**config.mk**
```make
export PLATFORM = sky130hd
export DESIGN_NAME = agu_bitops_unit
export DESIGN_NICKNAME = d
export VERILOG_FILES = /design/src/rtl/agu_pkg.sv /design/src/rtl/agu_decode.sv /design/src/rtl/agu_datapath.sv /design/src/rtl/agu_rsp_stage.sv /design/src/rtl/agu_bitops_unit.sv
export SDC_FILE = /design/constraint.sdc
export NUM_CORES = 1
export LEC_CHECK = 0
export CORE_ASPECT_RATIO = 0.6
export CORE_UTILIZATION = 45
export CTS_BUF_LIST = sky130_fd_sc_hd__clkbuf_8
export DETAILED_ROUTE_END_ITERATION = 8
export PLACE_DENSITY_LB_ADDON = 0.12
export SLEW_MARGIN = 20
export SYNTH_ARGS = -nofsm -noshare
export SYNTH_HDL_FRONTEND = slang
export SYNTH_SLANG_ARGS = --single-unit
```
**constraint.sdc**
```tcl
create_clock -name clk -period 8.03 [get_ports clk]
set_clock_uncertainty 0.2 [all_clocks]
set_input_delay 1.606 -clock clk [delete_from_list [all_inputs] [get_ports clk]]
set_output_delay 1.606 -clock clk [all_outputs]
set_load 0.05 [all_outputs]
```
**src/rtl/agu_pkg.sv**
```systemverilog
// Package agu_pkg
// Holds the encodings the decoder matches and the decoded-operation record
// that passes from the decoder to the datapath and the response stage.
// Assumes standard 32-bit instruction fields (opcode [6:0], funct3 [14:12]).
package agu_pkg;

    localparam logic [6:0] OPC_REG      = 7'b0110011;
    localparam logic [6:0] OPC_REG_W    = 7'b0111011;
    localparam logic [6:0] OPC_IMM_W    = 7'b0011011;
    localparam logic [6:0] F7_SCALE     = 7'b0010000;
    localparam logic [6:0] F7_WORD_ADD  = 7'b0000100;
    localparam logic [5:0] F6_WORD_SHL  = 6'b000010;
    localparam logic [2:0] F3_WORD_ADD  = 3'b000;
    localparam logic [2:0] F3_WORD_SHL  = 3'b001;

    typedef enum logic [1:0] {
        KIND_NONE     = 2'd0,
        KIND_SCALE    = 2'd1,
        KIND_SCALE_W  = 2'd2,
        KIND_SHL_W    = 2'd3
    } op_kind_e;

    typedef struct packed {
        op_kind_e    kind;
        logic [5:0]  shamt;
        logic        legal;
        logic [4:0]  rd;
    } dec_op_t;

endpackage

```
**src/rtl/agu_decode.sv**
```systemverilog
// Module agu_decode
// Purely combinational decoder. Matches the instruction word against the
// eight supported encodings, extracts shift amount and destination index,
// and applies the XLEN rule and the group enable to form the legal flag.
// Assumes XLEN is 32 or 64.
module agu_decode
    import agu_pkg::*;
#(
    parameter int XLEN = 64
) (
    input  logic [31:0] insn,
    input  logic        grp_on,
    output dec_op_t     dec
);
    localparam bit IS_WIDE = (XLEN == 64);

    logic [6:0] opc;
    logic [2:0] f3;
    logic [6:0] f7;
    logic       scale_f3;
    logic       word_form;
    logic       unused_fields;

    assign opc           = insn[6:0];
    assign f3            = insn[14:12];
    assign f7            = insn[31:25];
    assign scale_f3      = (f3[0] == 1'b0) && (f3 != 3'b000);
    assign unused_fields = ^insn[24:15];

    // Classify the word and pick its shift amount.
    always_comb begin
        dec.kind  = KIND_NONE;
        dec.shamt = '0;
        dec.rd    = insn[11:7];
        unique case (opc)
            OPC_REG: begin
                if (f7 == F7_SCALE && scale_f3) begin
                    dec.kind  = KIND_SCALE;
                    dec.shamt = {4'b0000, f3[2:1]};
                end
            end
            OPC_REG_W: begin
                if (f7 == F7_SCALE && scale_f3) begin
                    dec.kind  = KIND_SCALE_W;
                    dec.shamt = {4'b0000, f3[2:1]};
                end else if (f7 == F7_WORD_ADD && f3 == F3_WORD_ADD) begin
                    dec.kind  = KIND_SCALE_W;
                    dec.shamt = '0;
                end
            end
            OPC_IMM_W: begin
                if (insn[31:26] == F6_WORD_SHL && f3 == F3_WORD_SHL) begin
                    dec.kind  = KIND_SHL_W;
                    dec.shamt = insn[25:20];
                end
            end
            default: ;
        endcase
    end

    assign word_form = (dec.kind == KIND_SCALE_W) || (dec.kind == KIND_SHL_W);

    // Legal only when matched, enabled, and width-permitted.
    always_comb begin
        dec.legal = (dec.kind != KIND_NONE) && grp_on && (IS_WIDE || !word_form);
    end

endmodule

```
**src/rtl/agu_datapath.sv**
```systemverilog
// Module agu_datapath
// Computes the destination value for a decoded operation: optional
// zero-extension of the low word of the first operand, a left shift, and
// an optional add of the second operand. Result is zero when illegal.
// Assumes XLEN is 32 or 64; on 32-bit the low word is the whole operand.
module agu_datapath
    import agu_pkg::*;
#(
    parameter int XLEN = 64
) (
    input  dec_op_t          dec,
    input  logic [XLEN-1:0]  src_a,
    input  logic [XLEN-1:0]  src_b,
    output logic [XLEN-1:0]  result
);
    localparam int HALF = XLEN / 2;

    logic [XLEN-1:0] word_zext;
    logic [XLEN-1:0] shift_in;
    logic [XLEN-1:0] shifted;
    logic [XLEN-1:0] addend;

    generate
        if (XLEN == 64) begin : g_wide
            assign word_zext = {{HALF{1'b0}}, src_a[HALF-1:0]};
        end else begin : g_narrow
            assign word_zext = src_a;
        end
    endgenerate

    // Select the shifter input by operation kind.
    always_comb begin
        shift_in = (dec.kind == KIND_SCALE) ? src_a : word_zext;
    end

    // Shift left; bits past the top are dropped.
    always_comb begin
        shifted = shift_in << dec.shamt;
    end

    // Only the shift-immediate form skips the add.
    always_comb begin
        addend = (dec.kind == KIND_SHL_W) ? '0 : src_b;
    end

    // Final sum, forced to zero for illegal words.
    always_comb begin
        result = dec.legal ? (shifted + addend) : '0;
    end

endmodule

```
**src/rtl/agu_rsp_stage.sv**
```systemverilog
// Module agu_rsp_stage
// One-cycle response register. Captures result, destination and legality
// on an accepted request and pulses the valid for a single cycle.
// Assumes synchronous active-low reset.
module agu_rsp_stage
    import agu_pkg::*;
#(
    parameter int XLEN = 64
) (
    input  logic             clk,
    input  logic             rst_n,
    input  logic             fire,
    input  dec_op_t          dec,
    input  logic [XLEN-1:0]  result_d,
    output logic             rsp_valid,
    output logic [XLEN-1:0]  rsp_result,
    output logic [4:0]       rsp_rd,
    output logic             rsp_illegal,
    output logic             rsp_wr_en
);
    // Valid and write-enable pulse once per accepted request.
    always_ff @(posedge clk) begin
        if (!rst_n) begin
            rsp_valid <= 1'b0;
            rsp_wr_en <= 1'b0;
        end else begin
            rsp_valid <= fire;
            rsp_wr_en <= fire && dec.legal;
        end
    end

    // Payload is loaded on accept and held otherwise.
    always_ff @(posedge clk) begin
        if (!rst_n) begin
            rsp_result  <= '0;
            rsp_rd      <= '0;
            rsp_illegal <= 1'b0;
        end else if (fire) begin
            rsp_result  <= result_d;
            rsp_rd      <= dec.rd;
            rsp_illegal <= !dec.legal;
        end
    end

endmodule

```
**src/rtl/agu_bitops_unit.sv**
```systemverilog
// Module agu_bitops_unit (top)
// Decode-execute unit for the address-generation shift-and-add group.
// Accepts one request per cycle once out of reset and answers one cycle later.
// Assumes the register file, fetch and other instruction groups live elsewhere.
module agu_bitops_unit
    import agu_pkg::*;
#(
    parameter int XLEN = 64
) (
    input  logic             clk,
    input  logic             rst_n,
    input  logic             req_valid,
    output logic             req_ready,
    input  logic [31:0]      req_insn,
    input  logic [XLEN-1:0]  req_rs1_val,
    input  logic [XLEN-1:0]  req_rs2_val,
    input  logic             cap_addr_grp,
    input  logic             cap_bitmanip,
    input  logic             bitmanip_on,
    output logic             rsp_valid,
    output logic [XLEN-1:0]  rsp_result,
    output logic [4:0]       rsp_rd,
    output logic             rsp_illegal,
    output logic             rsp_wr_en
);
    dec_op_t         dec;
    logic [XLEN-1:0] result_d;
    logic            grp_on;
    logic            ready_q;
    logic            fire;

    // Ready rises on the first edge after reset and stays high.
    always_ff @(posedge clk) begin
        if (!rst_n) ready_q <= 1'b0;
        else        ready_q <= 1'b1;
    end

    assign req_ready = ready_q;
    assign fire      = req_valid && ready_q;
    assign grp_on    = cap_addr_grp || (cap_bitmanip && bitmanip_on);

    agu_decode #(.XLEN(XLEN)) u_dec (
        .insn   (req_insn),
        .grp_on (grp_on),
        .dec    (dec)
    );

    agu_datapath #(.XLEN(XLEN)) u_dp (
        .dec    (dec),
        .src_a  (req_rs1_val),
        .src_b  (req_rs2_val),
        .result (result_d)
    );

    agu_rsp_stage #(.XLEN(XLEN)) u_rsp (
        .clk         (clk),
        .rst_n       (rst_n),
        .fire        (fire),
        .dec         (dec),
        .result_d    (result_d),
        .rsp_valid   (rsp_valid),
        .rsp_result  (rsp_result),
        .rsp_rd      (rsp_rd),
        .rsp_illegal (rsp_illegal),
        .rsp_wr_en   (rsp_wr_en)
    );

endmodule

```
# Yosys cells after proc, flatten, opt, wreduce, memory -nomap -nowiden
# Cells that the tools add are included.
# word_totals
reg_bits	73
input_bits	166
# classes
n_shift	1
addsub	1
reduce_logical	13
eq_ne	9
n_bitwise	1
muxes	9
# ops
operator	n
$mux 64	3
$add 64x64->64	1
$shl 64x6->64	1
$mux 8	3
$pmux 8 s3	1
$eq 7x5->1 const B	2
$eq 7x6->1 const B	2
$logic_and 1x1->1	8
$eq 7x3->1 const B	1
$mux 7	1
$eq 6x2->1 const B	1
$eq 3x1->1 const B	1
$logic_not 3->1	1
$reduce_bool 3->1	1
$eq 2x1->1 const B	1
$eq 2x2->1 const B	1
$reduce_bool 2->1	1
$logic_not 1->1	1
$logic_or 1x1->1	1
$mux 1	1
$not 1->1	1

# Depth between registers and ports, before layout
# logic_depth
ltp_word	10
mapped_depth	26
mapped_depth_nobuf	21

# By module
# Synthesis repeated with hierarchy kept, for this count alone.
# unflattened
hier_cells	1545
area_unflattened_um2	11404.7
# modules_own_cells
mod	instances	area_per_inst_um2	seq_area_each_um2	cells_each
agu_datapath	1	8354.3	0.0	1279
agu_rsp_stage	1	2777.7	1441.4	230
agu_decode	1	239.0	0.0	33
agu_bitops_unit	1	33.8	20.0	3

# Worst setup path after synthesis
# No wires, ideal clock.
# synth_path
path_type	input to register
startpoint	input port req_insn[12]
endpoint	register u_rsp.rsp_result[62]
cell_stages	21
t_arrival_ps	6922
setup_ps	128
path_slack_ps	780
path_buffers	3
cell_sequence	or4b_1 > or4_1 > buf_2 > o32ai_4 > buf_6 > mux4_2 > nand2_1 > o31ai_1 > mux2i_1 > nor2_1 > ha_1 > clkbuf_1 > nand2_1 > or4_1 > a2111oi_1 > o31ai_1 > o21ai_0 > a311oi_1 > o41ai_1 > xnor2_1 > o21ai_0
# synth_between
elab_chain_cells	10
word_cells_on_any_way	22
cone_classes	1 x add/sub; 3 x eq/ne; 1 x shift; 8 x mux; 1 x bitwise; 8 x reduce/logical
# synth_rtl
element	line	source
start: declaration	agu_bitops_unit.sv:14	input logic [31:0] req_insn,
$logic_not 3->1, or another cell as far along	agu_decode.sv:46	end else if (f7 == F7_WORD_ADD && f3 == F3_WORD_ADD) begin
$logic_and 1x1->1 (on tied branches)	agu_decode.sv:46, agu_decode.sv:27	
$mux 8 or $logic_and 1x1->1 (tied branches)	agu_decode.sv:46, agu_decode.sv:37, agu_decode.sv:43	
$mux 8 or $mux 7 (tied branches)	agu_decode.sv:43, agu_decode.sv:37	
$pmux 8 s3 (*)	agu_decode.sv:35	unique case (opc)
$eq 2x1->1	agu_datapath.sv:33	shift_in = (dec.kind == KIND_SCALE) ? src_a : word_zext;
$mux 64	agu_datapath.sv:33	
$shl 64x6->64	agu_datapath.sv:38	shifted = shift_in << dec.shamt;
$add 64x64->64	agu_datapath.sv:48	result = dec.legal ? (shifted + addend) : '0;
$mux 64 (*)	agu_datapath.sv:48	
end signal: assignment	agu_rsp_stage.sv:39	rsp_result <= result_d;
end: declaration	agu_rsp_stage.sv:16	output logic [XLEN-1:0] rsp_result,
# Mark *: on every way between the ends. The rest lies on a longest branch, timed or not.
# A chain may end at the register's enable or synchronous reset.

# Final worst setup path
# layout_path
startpoint	input port req_insn[12]
endpoint	register u_rsp.rsp_result[57]
# The elaborated chain is that of the path after synthesis.

==> reports/qor.yml <==
clocking:
  clkTransAtPathRegs_ns: 0.08
  cts_max_level: 3
  cts_root_buf: "clkbuf_8"
  cts-hold-fix-buffers: 0
  cts.sinks: 73
  cts_tree: "yes"
  clockBufferDepth: 2
  clk_latency_ns: 0.38
  cts-buffers-inserted: 9
timing:
  timing.final.hold_violations: 0
  period_share: 0.9839
  setup_violations: 0
  worst_pin_slew_ns: 0.9932
  rsz0062_at_grt: "yes"
  min_period_ns: 7.901
  max_freq_mhz: 126.6
  slew_headroom: 0.3363
  slew_violations: 0
power_and_ir_drop:
  p_int_uw: 765.8
  leakage_nw: 6.460
  p_sw_frac: 0.3691
  p_per_area_nw_per_um2: 80.52
  p_total_mw: 1.214
  vdd_ir_drop_max_mv: 0.08408
  clkPwrFrac: 0.278
  seqPwrFrac: 0.300
  power_switching_uw: 448.1
  combPwrFrac: 0.421
layout:
  nNetsFinal: 2088
  drive_gt1_frac: 0.1991
  n_fill_cell: 1970
  stdcell_area_um2: 15080
  area_delta_synth_final_pct: 47.23
  diodes: 0
synthesis:
  synth_edf_count: 0
  yosysMostFrequentCell: "nand2_1"
  ys_ff_latch: 73
  yosysWarnings: 0
  synth-main-ff-cell: "dfxtp_1"
  synth_area_leaders: "dfxtp_1 (14%), mux2i_1 (9.6%), ha_1 (7.7%), nand2_1 (7.7%), o21ai_0 (5.5%)"
  synth.avg_cell_area_um2: 7.116
  syn-num-nets: 1669
  ys_types: 84
  yosysTopAreaCellShare: 0.1427
  syn_area_um2: 10240
  synth-seq-area-share: 0.1427
  synthArstFlopShare: 0
  yosys.area.top_type: "dfxtp_1"
  syn_inst: 1439
  synth_common_cells: "nand2_1 (210), o21ai_0 (112), a21oi_1 (105), mux2i_1 (98), nor2_1 (84)"
floorplanning:
  die_area_um2: 23380
  num_rows: 42
  initial_core_util: 0.4617
  fp.dieH_um: 118.8
  die_x_um: 196.7
  core-area_um2: 22180
  ios: 239
worst_setup_path:
  arrival_ns: 7.98
  path_max_fanout: 16
  cp-startpoint: "req_insn[12]"
  crit_path_end: "u_rsp.rsp_result[57]"
  reg2reg_depth: 8
  rr_startpoint: "req_ready"
  start_kind: "primary input"
  worstSetupEndpointType: "flip-flop"
  required_ns: 8.11
  r2r-end: "u_rsp.rsp_result[56]"
  rrSetupSlack_ns: 5.16
  crit_type: "primary input to flip-flop"
detailed_routing:
  firstDrtPassIters: 8
  drtIter0Drc: 1634
  routedWlPerCell_um: 19.90
  drtAntennaViolNets: 0
  route.detailed.drc: 2
  routed_wl_um: 43200
  via_per_inst: 5.943
  via_count: 12900
job:
  drv_cap: 0
placed_design:
  portBuffers: 233
  place_area_um2: 14610
  place_congestion: 0.9801
  dp_hpwl_um: 34920
global_route:
  grt_max_degree: 47
  grtUsageTotal: 0.3578
  antenna_found_initial: 0
  grt_pass1_wl_um: 64910
  overflow: 0
  grt_pass1_vias: 11650
status:
  failed_checks: "DRC"
  status: "finished with violations"
worst_hold_path:
  hp-class: "flip-flop to flip-flop"
kinds of logic (layout without fill, tap and decap cells):
family / count (synthesis) / after routing / synth area share
AND/OR/NAND/NOR: 543 / 543 / 0.2575
AO/OA/AOI/OAI: 460 / 460 / 0.2934
buffers and inverters: 124 / 548 / 0.05388
multiplexers: 123 / 123 / 0.1292
flip-flops: 73 / 73 / 0.1427
adder cells (fa/ha/maj): 64 / 64 / 0.07893
XOR/XNOR: 52 / 52 / 0.04448
power by group through the flow:
stage	registers, mW	logic [mW]	clock network (mW)
after floorplan	0.380	0.222	0
after global placement	0.373	0.484	0
after detailed placement	0.373	0.486	0
after CTS	0.365	0.491	0.336
after global routing	0.365	0.545	0.351
final	0.365	0.512	0.338
per-layer routing:
metal,global-route usage,up-vias,share of wire
li1,-,6117,-
met1,0.5699,5990,0.50
met2,0.4786,733,0.37
met3,0.07732,62,0.12
met4,0.06395,0,0.017
met5,0,-,0
worst max-delay path, cell delays in order:
cell             delay, ns
clkdlybuf4s50_1       0.41
or4b_1                0.55
or4_4                 0.51
buf_4                 0.18
o32ai_4               0.24
buf_12                0.20
buf_4                 0.15
buf_12                0.17
mux2i_2               0.28
mux2i_1               0.19
mux2i_1               0.28
nand2_1               0.11
o21ai_2               0.10
mux2_2                0.19
nor2_1                0.06
ha_1                  0.26
a21o_1                0.21
a21o_1                0.18
a21oi_1               0.22
o21ai_0               0.16
nor2b_1               0.18
or3_1                 0.43
o2111ai_2             0.26
a21oi_1               0.12
or4_1                 0.47
a32o_1                0.25
cells in the final DEF (no fill, tap or decap), drive strengths merged, types with 40 or more instances in the layout:
| cell type | count |
|---|---|
| and2 | 76 |
| ha | 63 |
| nor2 | 85 |
| dfxtp | 73 |
| buf | 282 |
| o21ai | 124 |
| nand3 | 40 |
| a21o | 46 |
| a21oi | 106 |
| mux2i | 98 |
| clkdlybuf4s50 | 233 |
| nand2 | 210 |
state kept, by name, indices dropped and copies added (netlist names):
name / count
u_rsp.rsp_result: 64
req_ready: 1
u_rsp.rsp_rd: 5
u_rsp.rsp_wr_en: 1
u_rsp.rsp_illegal: 1
u_rsp.rsp_valid: 1
layout make-up:
cell class | instances | area [µm²] | area share
flip-flops and latches | 73 | 1461 | 0.09694
clock buffers | 9 | 123.9 | 0.008216
well taps | 308 | 385.4 | 0.02556
multi-input cells | 1242 | 8431 | 0.5592
inverters | 17 | 63.81 | 0.004233
repair buffers | 515 | 4528 | 0.3004
clock inverters | 7 | 82.58 | 0.005478
per-stage QoR:
stage | util | setup slack, ns | hold WS [ns] | TNS [ns] | instances
2_1_floorplan | - | 0.7799 | 0.4625 | 0 | 1439
3_3_place_gp | 0.6587 | -0.2348 | 0.2335 | -1.474 | 2146
3_5_place_dp | 0.6587 | -0.3607 | 0.2429 | -2.719 | 2146
4_1_cts | 0.6680 | 0.01908 | 0.2621 | 0 | 2162
5_1_grt | 0.6798 | -0.1452 | 0.2804 | -0.5340 | 2171
6_report | 0.6798 | 0.1289 | 0.2584 | 0 | 2171
how the worst min path moves through the flow:
stage / from / to / depth (start not counted)
3_5_place_dp: u_rsp.rsp_result[51] / u_rsp.rsp_result[51] / 2
4_1_cts: u_rsp.rsp_result[51] / u_rsp.rsp_result[51] / 2
3_3_place_gp: u_rsp.rsp_result[58] / u_rsp.rsp_result[58] / 2
6_report: u_rsp.rsp_result[51] / u_rsp.rsp_result[51] / 2
5_1_grt: u_rsp.rsp_result[48] / u_rsp.rsp_result[48] / 2
2_1_floorplan: u_rsp.rsp_result[63] / u_rsp.rsp_result[63] / 2
timing repair:
item / in CTS / in global routing
gates resized for setup: 0 / 45
endpoints found under the setup margin: 0 / 19
buffers inserted: 0 / 9
Note: power is estimated with default switching activity, not from simulation.
